--- config.mk ---
export PLATFORM = sky130hd
export DESIGN_NAME = csum_ci
export DESIGN_NICKNAME = d
export VERILOG_FILES = /design/src/rtl/csum_pkg.sv /design/src/rtl/csum_rst_sync.sv /design/src/rtl/csum_fold.sv /design/src/rtl/csum_acc.sv /design/src/rtl/csum_ctrl.sv /design/src/rtl/csum_ci.sv
export SDC_FILE = /design/constraint.sdc
export NUM_CORES = 1
export LEC_CHECK = 0
export BUFFER_PORTS_ARGS = -buffer_cell sky130_fd_sc_hd__buf_2
export CORE_ASPECT_RATIO = 1.25
export CORE_UTILIZATION = 58
export CTS_CLUSTER_DIAMETER = 200
export DETAILED_ROUTE_END_ITERATION = 7
export HOLD_SLACK_MARGIN = 0.06
export PLACE_DENSITY = 0.91
export SLEW_MARGIN = 20
export SYNTH_ARGS = -nofsm -noshare
export SYNTH_HDL_FRONTEND = slang
export SYNTH_SLANG_ARGS = --single-unit
--- constraint.sdc ---
create_clock -name clk -period 2 [get_ports clk]
set_clock_uncertainty 0.1 [all_clocks]
set_input_delay 0.1 -clock clk [delete_from_list [all_inputs] [get_ports clk]]
set_output_delay 0.1 -clock clk [all_outputs]
set_load 0.02 [all_outputs]
--- src/rtl/csum_pkg.sv ---
package csum_pkg;
  // Control phases of the checksum unit
  typedef enum logic [0:0] {
    ST_IDLE = 1'b0,  // accepting words
    ST_FOLD = 1'b1   // folding carries of a finished block
  } csum_st_e;
endpackage

--- src/rtl/csum_rst_sync.sv ---
module csum_rst_sync #(
  parameter int STAGES = 2
) (
  input  logic clk,
  input  logic rst_n,
  output logic rst_sync_n
);
  logic [STAGES-1:0] sync_q;

  generate
    if (STAGES == 1) begin : g_one
      always_ff @(posedge clk or negedge rst_n) begin
        if (!rst_n) sync_q <= 1'b0;
        else        sync_q <= 1'b1;
      end
    end else begin : g_chain
      always_ff @(posedge clk or negedge rst_n) begin
        if (!rst_n) sync_q <= '0;
        else        sync_q <= {sync_q[STAGES-2:0], 1'b1};
      end
    end
  endgenerate

  assign rst_sync_n = sync_q[STAGES-1];
endmodule

--- src/rtl/csum_fold.sv ---
module csum_fold #(
  parameter int ACC_W  = 32,
  parameter int WORD_W = 16
) (
  input  logic [ACC_W-1:0] acc,
  output logic [ACC_W-1:0] folded,
  output logic             carry_free
);
  localparam int HI_W = ACC_W - WORD_W;

  logic [HI_W-1:0]   hi_part;
  logic [WORD_W-1:0] lo_part;

  always_comb begin
    hi_part    = acc[ACC_W-1:WORD_W];
    lo_part    = acc[WORD_W-1:0];
    folded     = ACC_W'(hi_part) + ACC_W'(lo_part);
    carry_free = (hi_part == '0);
  end
endmodule

--- src/rtl/csum_acc.sv ---
module csum_acc #(
  parameter int ACC_W  = 32,
  parameter int WORD_W = 16
) (
  input  logic              clk,
  input  logic              rst_n,
  input  logic              en,
  input  logic              add_en,
  input  logic              fold_en,
  input  logic              clr_en,
  input  logic [WORD_W-1:0] word,
  input  logic [ACC_W-1:0]  folded,
  output logic [ACC_W-1:0]  add_sum,
  output logic [ACC_W-1:0]  acc_q
);
  logic [ACC_W-1:0] acc_d;

  always_comb begin
    add_sum = acc_q + ACC_W'(word);
    acc_d   = acc_q;
    if (clr_en)       acc_d = '0;
    else if (fold_en) acc_d = folded;
    else if (add_en)  acc_d = add_sum;
  end

  always_ff @(posedge clk or negedge rst_n) begin
    if (!rst_n)  acc_q <= '0;
    else if (en) acc_q <= acc_d;
  end
endmodule

--- src/rtl/csum_ctrl.sv ---
module csum_ctrl
  import csum_pkg::*;
(
  input  logic clk,
  input  logic rst_n,
  input  logic en,
  input  logic start,
  input  logic last,
  input  logic carry_free,
  output logic add_en,
  output logic fold_en,
  output logic clr_en,
  output logic partial,
  output logic finish,
  output logic busy
);
  csum_st_e st_q, st_d;

  always_comb begin
    st_d    = st_q;
    add_en  = 1'b0;
    fold_en = 1'b0;
    clr_en  = 1'b0;
    partial = 1'b0;
    finish  = 1'b0;
    unique case (st_q)
      ST_IDLE: begin
        if (start) begin
          add_en = 1'b1;
          if (last) st_d    = ST_FOLD;
          else      partial = 1'b1;
        end
      end
      ST_FOLD: begin
        if (carry_free) begin
          clr_en = 1'b1;
          finish = 1'b1;
          st_d   = ST_IDLE;
        end else begin
          fold_en = 1'b1;
        end
      end
      default: st_d = ST_IDLE;
    endcase
  end

  always_ff @(posedge clk or negedge rst_n) begin
    if (!rst_n)  st_q <= ST_IDLE;
    else if (en) st_q <= st_d;
  end

  assign busy = (st_q == ST_FOLD);
endmodule

--- src/rtl/csum_ci.sv ---
module csum_ci #(
  parameter int DATA_W      = 32,
  parameter int WORD_W      = 16,
  parameter int ACC_W       = 32,
  parameter int SYNC_STAGES = 2
) (
  input  logic              clk,
  input  logic              rst_n,
  input  logic              clk_en,
  input  logic              start,
  input  logic [DATA_W-1:0] dataa,
  output logic              done,
  output logic [DATA_W-1:0] result
);
  localparam int LAST_BIT = WORD_W;

  logic              rst_sync_n;
  logic [WORD_W-1:0] word;
  logic              last;
  logic              add_en, fold_en, clr_en, partial, finish, busy;
  logic [ACC_W-1:0]  acc_q, add_sum, folded;
  logic              carry_free;
  logic              done_q, done_d;
  logic [WORD_W-1:0] res_q, res_d;
  logic              unused_hi;

  assign word      = dataa[WORD_W-1:0];
  assign last      = dataa[LAST_BIT];
  assign unused_hi = ^dataa[DATA_W-1:LAST_BIT+1];

  csum_rst_sync #(.STAGES(SYNC_STAGES)) u_rst (
    .clk        (clk),
    .rst_n      (rst_n),
    .rst_sync_n (rst_sync_n)
  );

  csum_ctrl u_ctrl (
    .clk        (clk),
    .rst_n      (rst_sync_n),
    .en         (clk_en),
    .start      (start),
    .last       (last),
    .carry_free (carry_free),
    .add_en     (add_en),
    .fold_en    (fold_en),
    .clr_en     (clr_en),
    .partial    (partial),
    .finish     (finish),
    .busy       (busy)
  );

  csum_fold #(.ACC_W(ACC_W), .WORD_W(WORD_W)) u_fold (
    .acc        (acc_q),
    .folded     (folded),
    .carry_free (carry_free)
  );

  csum_acc #(.ACC_W(ACC_W), .WORD_W(WORD_W)) u_acc (
    .clk     (clk),
    .rst_n   (rst_sync_n),
    .en      (clk_en),
    .add_en  (add_en),
    .fold_en (fold_en),
    .clr_en  (clr_en),
    .word    (word),
    .folded  (folded),
    .add_sum (add_sum),
    .acc_q   (acc_q)
  );

  // Result and handshake: next-state logic
  always_comb begin
    done_d = partial | finish;
    res_d  = res_q;
    if (partial)     res_d = add_sum[WORD_W-1:0];
    else if (finish) res_d = ~acc_q[WORD_W-1:0];
  end

  // Result and handshake: registers
  always_ff @(posedge clk or negedge rst_sync_n) begin
    if (!rst_sync_n) begin
      done_q <= 1'b0;
      res_q  <= '0;
    end else if (clk_en) begin
      done_q <= done_d;
      res_q  <= res_d;
    end
  end

  assign done   = done_q;
  assign result = DATA_W'(res_q);
endmodule

==> results of run 1 <==
-- per-stage QoR --
step,hold slack (ns),TNS [ns],cell area (um2),std cells
after floorplan,-0.2956,-7.342,4297,500
after global placement,-0.2152,-13.69,5241,705
after detailed placement,-0.2134,-17.92,5241,705
after CTS,0.1286,-14.36,6048,737
-- per-layer routing --
metal | track usage (%) | GRT overflow
met1 | 94.08 | 6
met2 | 134.7 | 545
met3 | 82.64 | 9
met4 | 116.8 | 166
met5 | 56.43 | 0
-- timing repair --
action / in CTS
cloned: 2
setup buffers: 21
endpoints found under the hold margin: 3
resized for setup: 98
pin swaps: 50
hold buffers: 4
setup endpoints to repair: 49
-- Yosys cell counts, drive strengths merged (9+ instances only) --
cell type	number
a21o	9
a21oi	50
buf	24
clkbuf	10
dfrtp	52
ha	32
inv	12
nand2	48
nand3	9
nand4	11
nor2	45
nor4	9
o211ai	13
o21ai	42
xnor2	19
xor2	18
-- cell families after synthesis --
group                    synth area share, %
flip-flops                             31.22
multiplexers                           3.302
buffers and inverters                  5.824
AO/OA/AOI/OAI                          24.80
adder cells (fa/ha/maj)                10.57
AND/OR/NAND/NOR                        16.33
XOR/XNOR                               7.775
other                                 0.1802
==> flow_summary.toml, run 1 <==
[logic_synthesis]
synth_enable_flop_cells = 0
yosys.area.top_type = "dfrtp_1"
ys_seq_area_share_pct = 31.22
synthCells = 485
synth_area_per_cell_um2 = 8.593
synth_area_mm2 = 0.004168
yosys_warnings = 0
synth-seq-cells = 52
async_reset_ff_share_pct = 100.0
synth_top_area_share_pct = 31.22
synth_flop_cell = "dfrtp_1"
synth_area_leaders = "dfrtp_1, ha_1, a21oi_1, nand2_1, nor2_1"
synth_cell_types = 58

[die]
ios = 69
rows = 34
start_util_pct = 59.74
die_y_um = 96.78
die_x_um = 77.82

[timing]
worst-ep-kind = "register input"
worst_endpoint = "u_acc.acc_q[18]$_DFFE_PN0P_/D"

[clocking]
clock_sinks = 52
cts_max_level = 2
cts-root-buf = "clkbuf_8"
cts.path.max_buffers = 2
cts_buffers = 5

[place]
dp_worst_setup_slack_ns = -0.7226
port-buffer-count = 37
gp_congestion = 0.8964
hpwlAfterDp_um = 11270

[outcome]
status = "did not finish"
error = "[ERROR GRT-0232] Routing congestion too high. Check the congestion heatmap in the GUI."
lastStage = "global routing (5_1_grt)"

[global_route]
overflow = 726
grt_usage_pct = 105.7
grt_start_max_net_pins = 23
==> inputs of run 2 (changes only) <==
CORE_ASPECT_RATIO = unset   (was 1.25)
CORE_UTILIZATION = 40   (was 58)
CTS_CLUSTER_DIAMETER = unset   (was 200)
HOLD_SLACK_MARGIN = unset   (was 0.06)
PLACE_DENSITY = unset   (was 0.91)
PLACE_DENSITY_LB_ADDON = 0.15   (was unset)
==> run 2 against run 1 <==
Against the previous run: the flow now finishes, with violations (setup timing); synthesized cell count stayed put; area after synthesis stayed put.
==> flow_summary.toml, run 2 <==
[die]
die_x_um = 104.1
fp.dieArea_mm2 = 0.01083
coreArea_mm2 = 0.009955
start_util_pct = 41.87
rows = 36
die_y_um = 104.1
ios = 69

[clocking]
cts-root-buf = "clkbuf_8"
clock_latency_ns = 0.31
cts_max_level = 2
clkTransAtPathRegs_ns = 0.10
cts_buffers = 5
cts_tree = "built"
cts.path.max_buffers = 2
clock_sinks = 52

[timing]
timing.final.ws_setup_ns = -0.6340
grt_setup_unrepaired = "true"
setup_viol = 46
relSlewSlack_pct = 60.48
fin_crit_sh_pct = 131.7
min_period_ns = 2.634
finalHoldViolations = 0
tightest_slew_ns = 0.5914
drv_slew = 0
max_freq_ghz = 0.3796

[logic_synthesis]
synth_area_leaders = "dfrtp_1, ha_1, a21oi_1, nand2_1, nor2_1"
synth_xor_area_share_pct = 7.775
synth_top_family_by_area = "compound AO/OA/AOI/OAI gates"
synth_area_per_cell_um2 = 8.593
synth_most_common_cell = "dfrtp_1"
synthTopCellsByCount = "dfrtp_1, a21oi_1, nand2_1, nor2_1, ha_1"
synthAdderAreaFrac_pct = 10.57
async_reset_ff_share_pct = 100.0
synth_area_mm2 = 0.004168
synthCells = 485
synth_cell_types = 58
synth-seq-cells = 52
synth_compound_area_share_pct = 24.80
synthMuxAreaShare_pct = 3.302
yosys.area.top_type = "dfrtp_1"
synthSimpleGateAreaFrac_pct = 16.33
ys_seq_area_share_pct = 31.22
synth_flop_cell = "dfrtp_1"
synth_enable_flop_cells = 0
yosys_warnings = 0
synth_top_area_share_pct = 31.22

[detailed_routing]
ant_nets = 0
drc = 0
drt-wirelength-per-cell_um = 17.53
drtIter0Drc = 190
first_pass_iters = 4
wl_um = 13760
vias_per_cell = 5.539
via_count = 4348

[global_route]
grt_pass1_wl_um = 21530
grt_usage_pct = 25.26
overflow = 0
grt_start_max_net_pins = 51
grt_pass1_vias = 4171
antenna_found_initial = 0

[final_layout]
syn_to_final_growth_pct = 53.56
mostFrequentLayoutCell = "buf_4"
fin_area_mm2 = 0.006400
regMostFlops = "u_acc.acc_q"
fin_nets = 721
reg_top3 = "u_acc.acc_q x32, res_q x16, u_rst.sync_q x2"
antenna_cells = 0
largest_reg_flops = 32
drive_gt1_share_pct = 44.79
finish.utilization_pct = 64.29
most-common-layout-cells = "buf_4, dfrtp_1, nor2_1, nand2_1, buf_2"
fin_cells = 785

[setup_path]
path_max_fanout = 7
crit_path_end = "u_acc.acc_q[20]$_DFFE_PN0P_"
crit_family = "compound AO/OA/AOI/OAI gates"
crit_type = "reg2reg"
regToRegStartpoint = "u_acc.acc_q[0]$_DFFE_PN0P_"
cp.buffers_inverters = 2
worstSetupStartpoint = "u_acc.acc_q[0]$_DFFE_PN0P_"
r2r_slack_ns = -0.63
end_kind = "flip-flop"
max_stage_delay_ns = 0.43
startpoint_type = "flip-flop"
crit_arrival_ns = 2.74
rr_endpoint = "u_acc.acc_q[20]$_DFFE_PN0P_"
crit_chain = "ha_4, fa_2, a211oi_4, o211ai_2, a221oi_4, buf_6, o311ai_4, buf_4, nand3_2, xor2_1, nor2_1"
r2r_cells = 11
path_depth = 11
cp_slowest_cell = "dfrtp_1"
worst-endpoint-required_ns = 2.11

[outcome]
status = "finished with violations"
violations = "setup timing"

[pwr]
p_leak_nw = 2.896
power_density_mw_per_mm2 = 1430
irDropWorstVdd_mv = 0.8601

[place]
gp_congestion = 0.9313
place_area_mm2 = 0.005350
placedCellCount = 752
hpwlAfterDp_um = 9626
dp_worst_setup_slack_ns = -0.6067
port-buffer-count = 37

[flow_run]
maxCapViolations = 0

[hold_path]
hp-class = "in2reg"
run 2: worst min-delay path by stage:
stage | endpoint | cells after the start | from | slack, ns
2_1_floorplan | u_rst.sync_q[0]$_DFF_PN0_ | 0 | rst_n | -0.30
3_3_place_gp | u_rst.sync_q[0]$_DFF_PN0_ | 1 | rst_n | -0.22
3_5_place_dp | u_rst.sync_q[0]$_DFF_PN0_ | 1 | rst_n | -0.21
4_1_cts | u_ctrl.busy$_DFFE_PN0P_ | 3 | start | 0.01
5_1_grt | u_ctrl.busy$_DFFE_PN0P_ | 3 | start | 0.04
6_report | u_ctrl.busy$_DFFE_PN0P_ | 3 | start | 0.03
run 2: per-layer routing:
metal | wire length [um] | track usage, % | vias to the layer above
li1 | - | - | 2063
met1 | 6123 | 32.30 | 2122
met2 | 6751 | 43.33 | 134
met3 | 527 | 3.634 | 29
met4 | 361 | 8.878 | 0
met5 | 0 | 0 | -
run 2: layout make-up:
| class | instances | area (um2) |
|---|---|---|
| multi-input combinational | 403 | 3377 |
| clock inverter | 2 | 60.06 |
| fill | 808 | 3555 |
| inverter | 12 | 45.04 |
| clock buffer | 6 | 72.57 |
| tap | 133 | 166.4 |
| sequential | 52 | 1305 |
| timing repair buffer | 177 | 1374 |
run 2: repair_timing:
item | in CTS | in global routing
hold buffers | 3 | 0
buffers inserted | 17 | 8
pin swaps | 59 | 59
endpoints found under the setup margin | 49 | 48
endpoints found under the hold margin | 3 | 0
resized for setup | 85 | 66
gates cloned | 2 | 1
run 2: where the power goes:
part	total (mW)	internal, mW	switching [mW]
Clock	0.891	0.501	0.390
Sequential	1.66	1.40	0.261
Combinational	6.60	3.19	3.41
Total	9.15	5.09	4.06
run 2: logic make-up (layout without fill, tap and decap cells):
group | after synthesis | after routing
DFF | 52 | 52
muxes | 13 | 13
adders and majority gates | 34 | 34
AOI/OAI and AO/OA | 156 | 157
other | 2 | 17
buffers and inverters | 46 | 197
xor gates and xnor gates | 37 | 37
and+or+nand+nor | 145 | 145
run 2: worst reg2reg max path, stage by stage (launching register included):
cell and delay, ns:
dfrtp_1 0.43, ha_4 0.18, fa_2 0.38, a211oi_4 0.25
o211ai_2 0.15, a221oi_4 0.25, buf_6 0.17, o311ai_4 0.17
buf_4 0.20, nand3_2 0.07, xor2_1 0.14, nor2_1 0.05
run 2: metrics by stage:
step                      total power [mW]  TNS, ns  hold slack, ns
after global routing                 9.714   -20.63         0.04219
after CTS                            8.431   -13.44         0.01467
after floorplan                      4.584   -7.342         -0.2956
final                                9.153   -15.96         0.02655
after global placement               6.551   -16.38         -0.2155
after detailed placement             6.661   -17.76         -0.2106
Note: power is estimated with default switching activity, not from simulation.
